$ cat config.mk
export PLATFORM = sky130hd
export DESIGN_NAME = media_port_select
export DESIGN_NICKNAME = d
export VERILOG_FILES = /design/src/rtl/media_sel_pkg.sv /design/src/rtl/mps_ctrl.sv /design/src/rtl/mps_dp.sv /design/src/rtl/media_port_select.sv
export SDC_FILE = /design/constraint.sdc
export NUM_CORES = 1
export LEC_CHECK = 0
export CELL_PAD_IN_SITES_DETAIL_PLACEMENT = 1
export CELL_PAD_IN_SITES_GLOBAL_PLACEMENT = 1
export CORE_AREA = 2 2 39 41
export CTS_BUF_LIST = sky130_fd_sc_hd__clkbuf_4 sky130_fd_sc_hd__clkbuf_8 sky130_fd_sc_hd__clkbuf_16
export DETAILED_ROUTE_END_ITERATION = 12
export DIE_AREA = 0 0 41 43
export PLACE_DENSITY = 0.63
export SLEW_MARGIN = 10
export SYNTH_ARGS = -nofsm -noshare
export SYNTH_HDL_FRONTEND = slang
export SYNTH_SLANG_ARGS = --single-unit
$ cat constraint.sdc
create_clock -name clk -period 1.3 [get_ports clk]
set_input_delay 0.26 -clock clk [delete_from_list [all_inputs] [get_ports clk]]
set_output_delay 0.26 -clock clk [all_outputs]
set_load 0.05 [all_outputs]
$ cat src/rtl/media_sel_pkg.sv
package media_sel_pkg;

  localparam int NUM_PORTS = 3;
  localparam int CODE_W    = 2;

  typedef enum logic [CODE_W-1:0] {
    PORT_AUI = 2'b00,
    PORT_TP  = 2'b01,
    PORT_RSV = 2'b10,
    PORT_MII = 2'b11
  } portCode_t;

  typedef struct packed {
    logic      loadSel;
    portCode_t nextCode;
    logic      loadAuto;
    logic      autoVal;
  } selStrobe_t;

  // one-hot bit index -> port code
  function automatic portCode_t codeOfIdx(input int idx);
    case (idx)
      0:       codeOfIdx = PORT_AUI;
      1:       codeOfIdx = PORT_TP;
      default: codeOfIdx = PORT_MII;
    endcase
  endfunction

endpackage

$ cat src/rtl/mps_ctrl.sv
module mps_ctrl
  import media_sel_pkg::*;
(
  input  logic              clk,
  input  logic              hardRstN,
  input  logic              autoSel,
  input  logic              softRst,
  input  logic              stopCmd,
  input  logic              autoWrEn,
  input  logic              autoWrVal,
  input  logic              phyPresent,
  input  logic              linkPass,
  input  logic              linkTestOvr,
  input  logic [CODE_W-1:0] portSelSw,
  input  logic              txBusy,
  output selStrobe_t        strobe,
  output logic              beatEnable
);

  logic      tpLinkUp;
  logic      abortTx;
  portCode_t autoCode;
  portCode_t wantCode;
  logic      wantValid;

  assign tpLinkUp = linkPass | linkTestOvr;
  assign abortTx  = softRst | stopCmd;

  // fixed priority: PHY, then twisted-pair link, then AUI
  always_comb begin
    if (phyPresent)    autoCode = PORT_MII;
    else if (tpLinkUp) autoCode = PORT_TP;
    else               autoCode = PORT_AUI;
  end

  always_comb begin
    if (autoSel) begin
      wantCode  = autoCode;
      wantValid = 1'b1;
    end else begin
      wantCode  = portCode_t'(portSelSw);
      wantValid = (portSelSw != PORT_RSV);
    end
  end

  always_comb begin
    strobe.nextCode = wantCode;
    strobe.loadSel  = wantValid & (~txBusy | abortTx);
    strobe.loadAuto = autoWrEn;
    strobe.autoVal  = autoWrVal;
  end

  always_comb begin
    if (autoSel) beatEnable = ~phyPresent;
    else         beatEnable = (portSelSw == PORT_TP);
  end

  p_reserved_noload_r5: assert property (@(posedge clk) disable iff (!hardRstN)
    (!autoSel && portSelSw == 2'b10) |-> !strobe.loadSel);

  p_phy_wins_r2: assert property (@(posedge clk) disable iff (!hardRstN)
    (autoSel && phyPresent) |-> (strobe.nextCode == PORT_MII));

  p_ovr_link_r3: assert property (@(posedge clk) disable iff (!hardRstN)
    (autoSel && !phyPresent && linkTestOvr) |-> (strobe.nextCode == PORT_TP));

endmodule

$ cat src/rtl/mps_dp.sv
module mps_dp
  import media_sel_pkg::*;
(
  input  logic                 clk,
  input  logic                 hardRstN,
  input  selStrobe_t           strobe,
  output logic                 autoSel,
  output portCode_t            selCode,
  output logic [NUM_PORTS-1:0] portOneHot
);

  always_ff @(posedge clk or negedge hardRstN) begin
    if (!hardRstN)           autoSel <= 1'b1;
    else if (strobe.loadAuto) autoSel <= strobe.autoVal;
  end

  always_ff @(posedge clk or negedge hardRstN) begin
    if (!hardRstN)           selCode <= PORT_AUI;
    else if (strobe.loadSel) selCode <= strobe.nextCode;
  end

  for (genvar g = 0; g < NUM_PORTS; g++) begin : g_dec
    assign portOneHot[g] = (selCode == codeOfIdx(g));
  end

  p_onehot_r10: assert property (@(posedge clk) disable iff (!hardRstN)
    $countones(portOneHot) == 1);

  p_hold_r6: assert property (@(posedge clk) disable iff (!hardRstN)
    !strobe.loadSel |=> $stable(selCode));

endmodule

$ cat src/rtl/media_port_select.sv
module media_port_select
  import media_sel_pkg::*;
(
  input  logic                 clk,
  input  logic                 hardRstN,
  input  logic                 softRst,
  input  logic                 stopCmd,
  input  logic                 autoWrEn,
  input  logic                 autoWrVal,
  input  logic                 phyPresent,
  input  logic                 linkPass,
  input  logic                 linkTestOvr,
  input  logic [CODE_W-1:0]    portSelSw,
  input  logic                 txBusy,
  output logic [NUM_PORTS-1:0] portOneHot,
  output logic [CODE_W-1:0]    portStatus,
  output logic                 beatEnable,
  output logic                 autoSel
);

  selStrobe_t strobe;
  portCode_t  selCode;

  mps_ctrl u_ctrl (
    .clk        (clk),
    .hardRstN   (hardRstN),
    .autoSel    (autoSel),
    .softRst    (softRst),
    .stopCmd    (stopCmd),
    .autoWrEn   (autoWrEn),
    .autoWrVal  (autoWrVal),
    .phyPresent (phyPresent),
    .linkPass   (linkPass),
    .linkTestOvr(linkTestOvr),
    .portSelSw  (portSelSw),
    .txBusy     (txBusy),
    .strobe     (strobe),
    .beatEnable (beatEnable)
  );

  mps_dp u_dp (
    .clk       (clk),
    .hardRstN  (hardRstN),
    .strobe    (strobe),
    .autoSel   (autoSel),
    .selCode   (selCode),
    .portOneHot(portOneHot)
  );

  assign portStatus = selCode;

  p_tx_hold_r6: assert property (@(posedge clk) disable iff (!hardRstN)
    (txBusy && !softRst && !stopCmd) |=> $stable(portStatus));

  p_auto_kept_r8: assert property (@(posedge clk) disable iff (!hardRstN)
    ((softRst || stopCmd) && !autoWrEn) |=> $stable(autoSel));

  p_beat_auto_r7: assert property (@(posedge clk) disable iff (!hardRstN)
    (autoSel && phyPresent) |-> !beatEnable);

endmodule

# Word-level counts from Yosys, hierarchy flattened
# Cells that the tools add are included.
# word_totals
reg_bits,3
input_bits,12
out_inout_bits,7
elab_cells,18
# op_classes
n_eq_ne,4
mux,5
n_bitwise,6
reduce_logical,1
# op_table
cell,count
"equality test 2 x 1 -> 1 bit, second input constant",2
2-to-1 mux 2 bit,2
2-to-1 mux 1 bit,3
OR 1 bit,3
"equality test 2 bit, second input constant",1
zero test 2 bit,1
"inequality test 2 bit, second input constant",1
inverter 1 bit,2
AND 1 bit,1

# Longest topological paths before layout
# logic_depth
depth_word,4
depth_mapped,3
ltp_nobuf,3

# Cells and area by module
# From an unflattened synthesis, not the netlist that was laid out.
# unflattened
cells_unflattened,19
area_unflattened_um2,206.4
# modules_own_cells
module,n_inst,cells_per_inst,area_per_inst_um2,seq_area_each_um2
mps_dp,1,9,137.6,76.3
mps_ctrl,1,10,68.8,0.0

# Worst setup path after synthesis
# OpenSTA, ideal clock, no wires.
# synth_path
path_type,reg-to-output
startpoint,reg u_dp.selCode[0]
endpoint,out portOneHot[1]
t_arrival_ps,1426
t_required_ps,1040
setup_slack_ps,-386
path_stages_with_launch,2
path_cell_list,dfrtp_1 -> nor2b_1
# synth_between
elab_chain_len,1
# synth_lines
item,line,rtl
"start, declared",mps_dp.sv:8,"output portCode_t selCode,"
"start signal, assigned",mps_dp.sv:19,else if (strobe.loadSel) selCode <= strobe.nextCode;
equality test 2 x 1 -> 1 bit,mps_dp.sv:23,assign portOneHot[g] = (selCode == codeOfIdx(g));
"end, declared",media_port_select.sv:15,"output logic [NUM_PORTS-1:0] portOneHot,"
# No other way between the ends.

# Worst setup path after layout
# layout_path
startpoint,reg u_dp.autoSel
endpoint,out beatEnable
# layout_between
elab_chain_len,1
# layout_lines
item,line,rtl
"start, declared",mps_dp.sv:7,"output logic autoSel,"
"start signal, assigned",mps_dp.sv:14,else if (strobe.loadAuto) autoSel <= strobe.autoVal;
2-to-1 mux 1 bit,mps_ctrl.sv:54,if (autoSel) beatEnable = ~phyPresent;
"end, declared",media_port_select.sv:17,"output logic beatEnable,"
# No other way between the ends.

==> results.tsv <==
stage	metric	value	unit
global_route	grt_use_total	0.111	
power_and_ir_drop	p_leak	0.230	nW
power_and_ir_drop	pwr-share-comb	0.542	
setup_path	critical_path.top_delay_family	flip-flops	
setup_path	path_cells	nand2b_1 -> nand2_4 -> buf_12	
routing	post_drt_wl_per_cell	11.8	um
sta	clock.fmax	688	MHz
setup_path	cp_max_fo	3	
sta	final.setup.worst_slack	-152	ps
sta	fin_crit_sh	1.12	
die	rows	14	
place	port_buffers	18	
setup_path	start_kind	flop	
die	core_area	1380	um^2
routing	ant_nets	0	
synthesis	synth_top_family_by_area	simple AND/OR/NAND/NOR gates	
finish	final_nets	60	
place	hpwl	610	um
setup_path	critPathKind	reg2out	
power_and_ir_drop	sw_frac_of_total	0.355	
synthesis	ys_warn_count	0	
synthesis	synth_compound_area_frac	0.0955	
synthesis	avgSynthCellArea	9.82	um^2
global_route	grt_pass1_wl	1.27	mm
synthesis	ys_seq_area_frac	0.389	
synthesis	synth-seq-cells	3	
place	gp_congestion	0.573	
finish	final_core_util	0.405	
routing	vias	276	
sta	hold_violations	0	
setup_path	ff2ff_setup_slack	70	ps
die	io_pins	19	
finish	n_fill_cell	151	
synthesis	yosysUniqueCellTypes	15	
sta	setup_tns	-255	ps
power_and_ir_drop	p_per_area	1230	nW/um^2
worst_hold_path	hold_class	in2async	
setup_path	slowest_stage	dfstp_4	
synthesis	syn_nets	32	
setup_path	r2r_start	u_dp.autoSel$_DFFE_PN1P_	
clock_network	cts_sinks	3	
sta	maxSlewHeadroom	0.844	
clock_network	ctsHoldBuffers	0	
power_and_ir_drop	power_switching	0.000244	W
synthesis	synth_xor_area_frac	0	
finish	drive_above_1_share	0.553	
sta	period_minus_slack	1450	ps
finish	antennaDiodeCount	0	
sta	rsz0062_at_grt	true	
synthesis	syn_area	196	um^2
synthesis	synthAdderAreaFrac	0	
outcome	status	complete, but fails checks	
clock_network	insertion_delay	230	ps
place	place_ws	-145	ps
place	placed_area	514	um^2
routing	first_pass_iters	2	
routing	drc	0	
global_route	first_global_vias	290	
global_route	antenna_found_initial	0	
synthesis	synth_commonest_cells	2 x dfrtp_1, 2 x nand2_1, 2 x nor2_1, 2 x nor3_1, 2 x o21ai_0	
setup_path	worstReg2RegEnd	u_dp.selCode[0]$_DFFE_PN0P_	
synthesis	synth_edf_count	0	
finish	regArea	82.6	um^2
die	die_h	43	um
setup_path	cp.buffers_inverters	1	
synthesis	syn_inst	20	
synthesis	yosysTopAreaCell	dfrtp_1	
clock_network	cts_buffer_depth	2	
clock_network	cts-buffers-inserted	3	
finish	area_delta_synth_final	185	%
synthesis	synth_area_leaders	dfrtp_1 25%, dfstp_2 13%, nor3b_4 9.6%, mux2_2 5.7%, mux2i_1 5.1%	
power_and_ir_drop	p_total	0.000688	W
synthesis	async_flop_share	1.00	
power_and_ir_drop	pwr-share-seq	0.189	
clock_network	htree_levels	1	
clock_network	cts_tree	yes	
die	dieWidth	41	um
sta	worst_pin_slew	232	ps
die	initial_utilization	0.142	
global_route	grt_max_degree	7	
setup_path	slowest_delay	620	ps
clock_network	cts-root-buf	clkbuf_4	
sta	finalSetupViolCount	2	
flow_run	cap_violations	0	
routing	post_drt_via_cell_ratio	4.38	
synthesis	yosys.area_share.simple	0.408	
setup_path	cp-end-kind	output port	
synthesis	muxShareOfSynthArea	0.108	
setup_path	required	1040	ps
outcome	violations	negative setup slack	
synthesis	synthFlopType	dfrtp_1	
power_and_ir_drop	p_clk_frac	0.269	
global_route	grt-ovfl-total	0	
synthesis	synth_top_area_share	0.255	
die	die-area	1760	um^2
finish	multiInputGateArea	140	um^2
power_and_ir_drop	ir_worst_vdd	0.365	mV
finish	final_area	561	um^2
sta	maxSlewViolCount	0	
setup_path	r2r_cells	3	
sta	skew	3.63	ps
setup_path	crit_arrival	1190	ps
routing	finalWirelength	743	um
clock_network	path_clk_slew	40	ps
routing	drt-initial-drc-count	2	
power_and_ir_drop	internal_power	0.000443	W
## timing repair
item                                    4_1_cts  5_1_grt
gates resized for setup                       1        0
setup buffers                                 2        0
pin swaps                                     1        0
endpoints found under the setup margin        3        3
## kinds of logic after synthesis
logic type / count (synthesis)
and+or+nand+nor: 12
DFF: 3
AOI/OAI and AO/OA: 3
muxes: 2
## registers in the layout, indices dropped and copies added, names as in the netlist
register      flops
u_dp.autoSel      1
u_dp.selCode      2
## worst max path at each step
stage                             start                     endpoint  slack [ps]  cells past startpoint
4_1_cts        u_dp.autoSel$_DFFE_PN1P_                   beatEnable        -170                      4
5_1_grt        u_dp.autoSel$_DFFE_PN1P_                   beatEnable        -190                      3
3_5_place_dp                     txBusy  u_dp.selCode[1]$_DFFE_PN0P_        -140                      4
6_report       u_dp.autoSel$_DFFE_PN1P_                   beatEnable        -150                      3
3_3_place_gp                    stopCmd  u_dp.selCode[1]$_DFFE_PN0P_         -80                      4
2_1_floorplan  u_dp.autoSel$_DFFE_PN1P_  u_dp.selCode[0]$_DFFE_PN0P_          20                      3
## through the flow
step / hold slack (ps) / std cells
after CTS: 205 / 63
after floorplan: -35.6 / 20
after global routing: 211 / 63
after detailed placement: 460 / 57
final: 212 / 63
after global placement: 451 / 57
## worst reg2reg max path, delay by kind of cell (launching register included)
family             cells  cell delay (ps)
AOI/OAI and AO/OA      2              360
DFF                    1              620
and+or+nand+nor        1              120
## metal layers
| metal | global-route usage | part of all wire | wire (um) |
|---|---|---|---|
| met1 | 0.119 | 0.34 | 254 |
| met2 | 0.172 | 0.53 | 396 |
| met3 | 0.0366 | 0.12 | 92 |
| met4 | 0.0800 | 0 | 0 |
| met5 | 0 | 0 | 0 |
## power by group through the flow
stage | sequential (W) | combinational [W] | clock [W]
2_1_floorplan | 0.000176 | 0.000113 | 0
3_3_place_gp | 0.000137 | 0.000343 | 0
3_5_place_dp | 0.000138 | 0.000349 | 0
4_1_cts | 0.000129 | 0.000376 | 0.000196
5_1_grt | 0.000133 | 0.000393 | 0.000201
6_report | 0.000130 | 0.000373 | 0.000185
## area by class of cell
type	count	area share
well taps	16	0.0357
flip-flops and latches	3	0.147
repair buffers	23	0.513
clock buffers	4	0.0536
multi-input cells	17	0.250
## cells in the final DEF, fill, tap and decap left out
master and count:
dfstp_4 1, dfrtp_2 2, nor3_2 1, nor3b_4 1, nor2_1 1, clkdlybuf4s50_1 11
mux2_2 1, buf_12 7, and2_4 1, nor2_2 1, mux2i_1 1, buf_4 5
clkbuf_4 4, nand2_1 1, nor2b_4 1, nand2b_1 1, nor3_1 2, nand2_4 1
o21ai_0 2, nor3b_1 1, o32ai_1 1
Note: power is estimated with default switching activity, not from simulation.
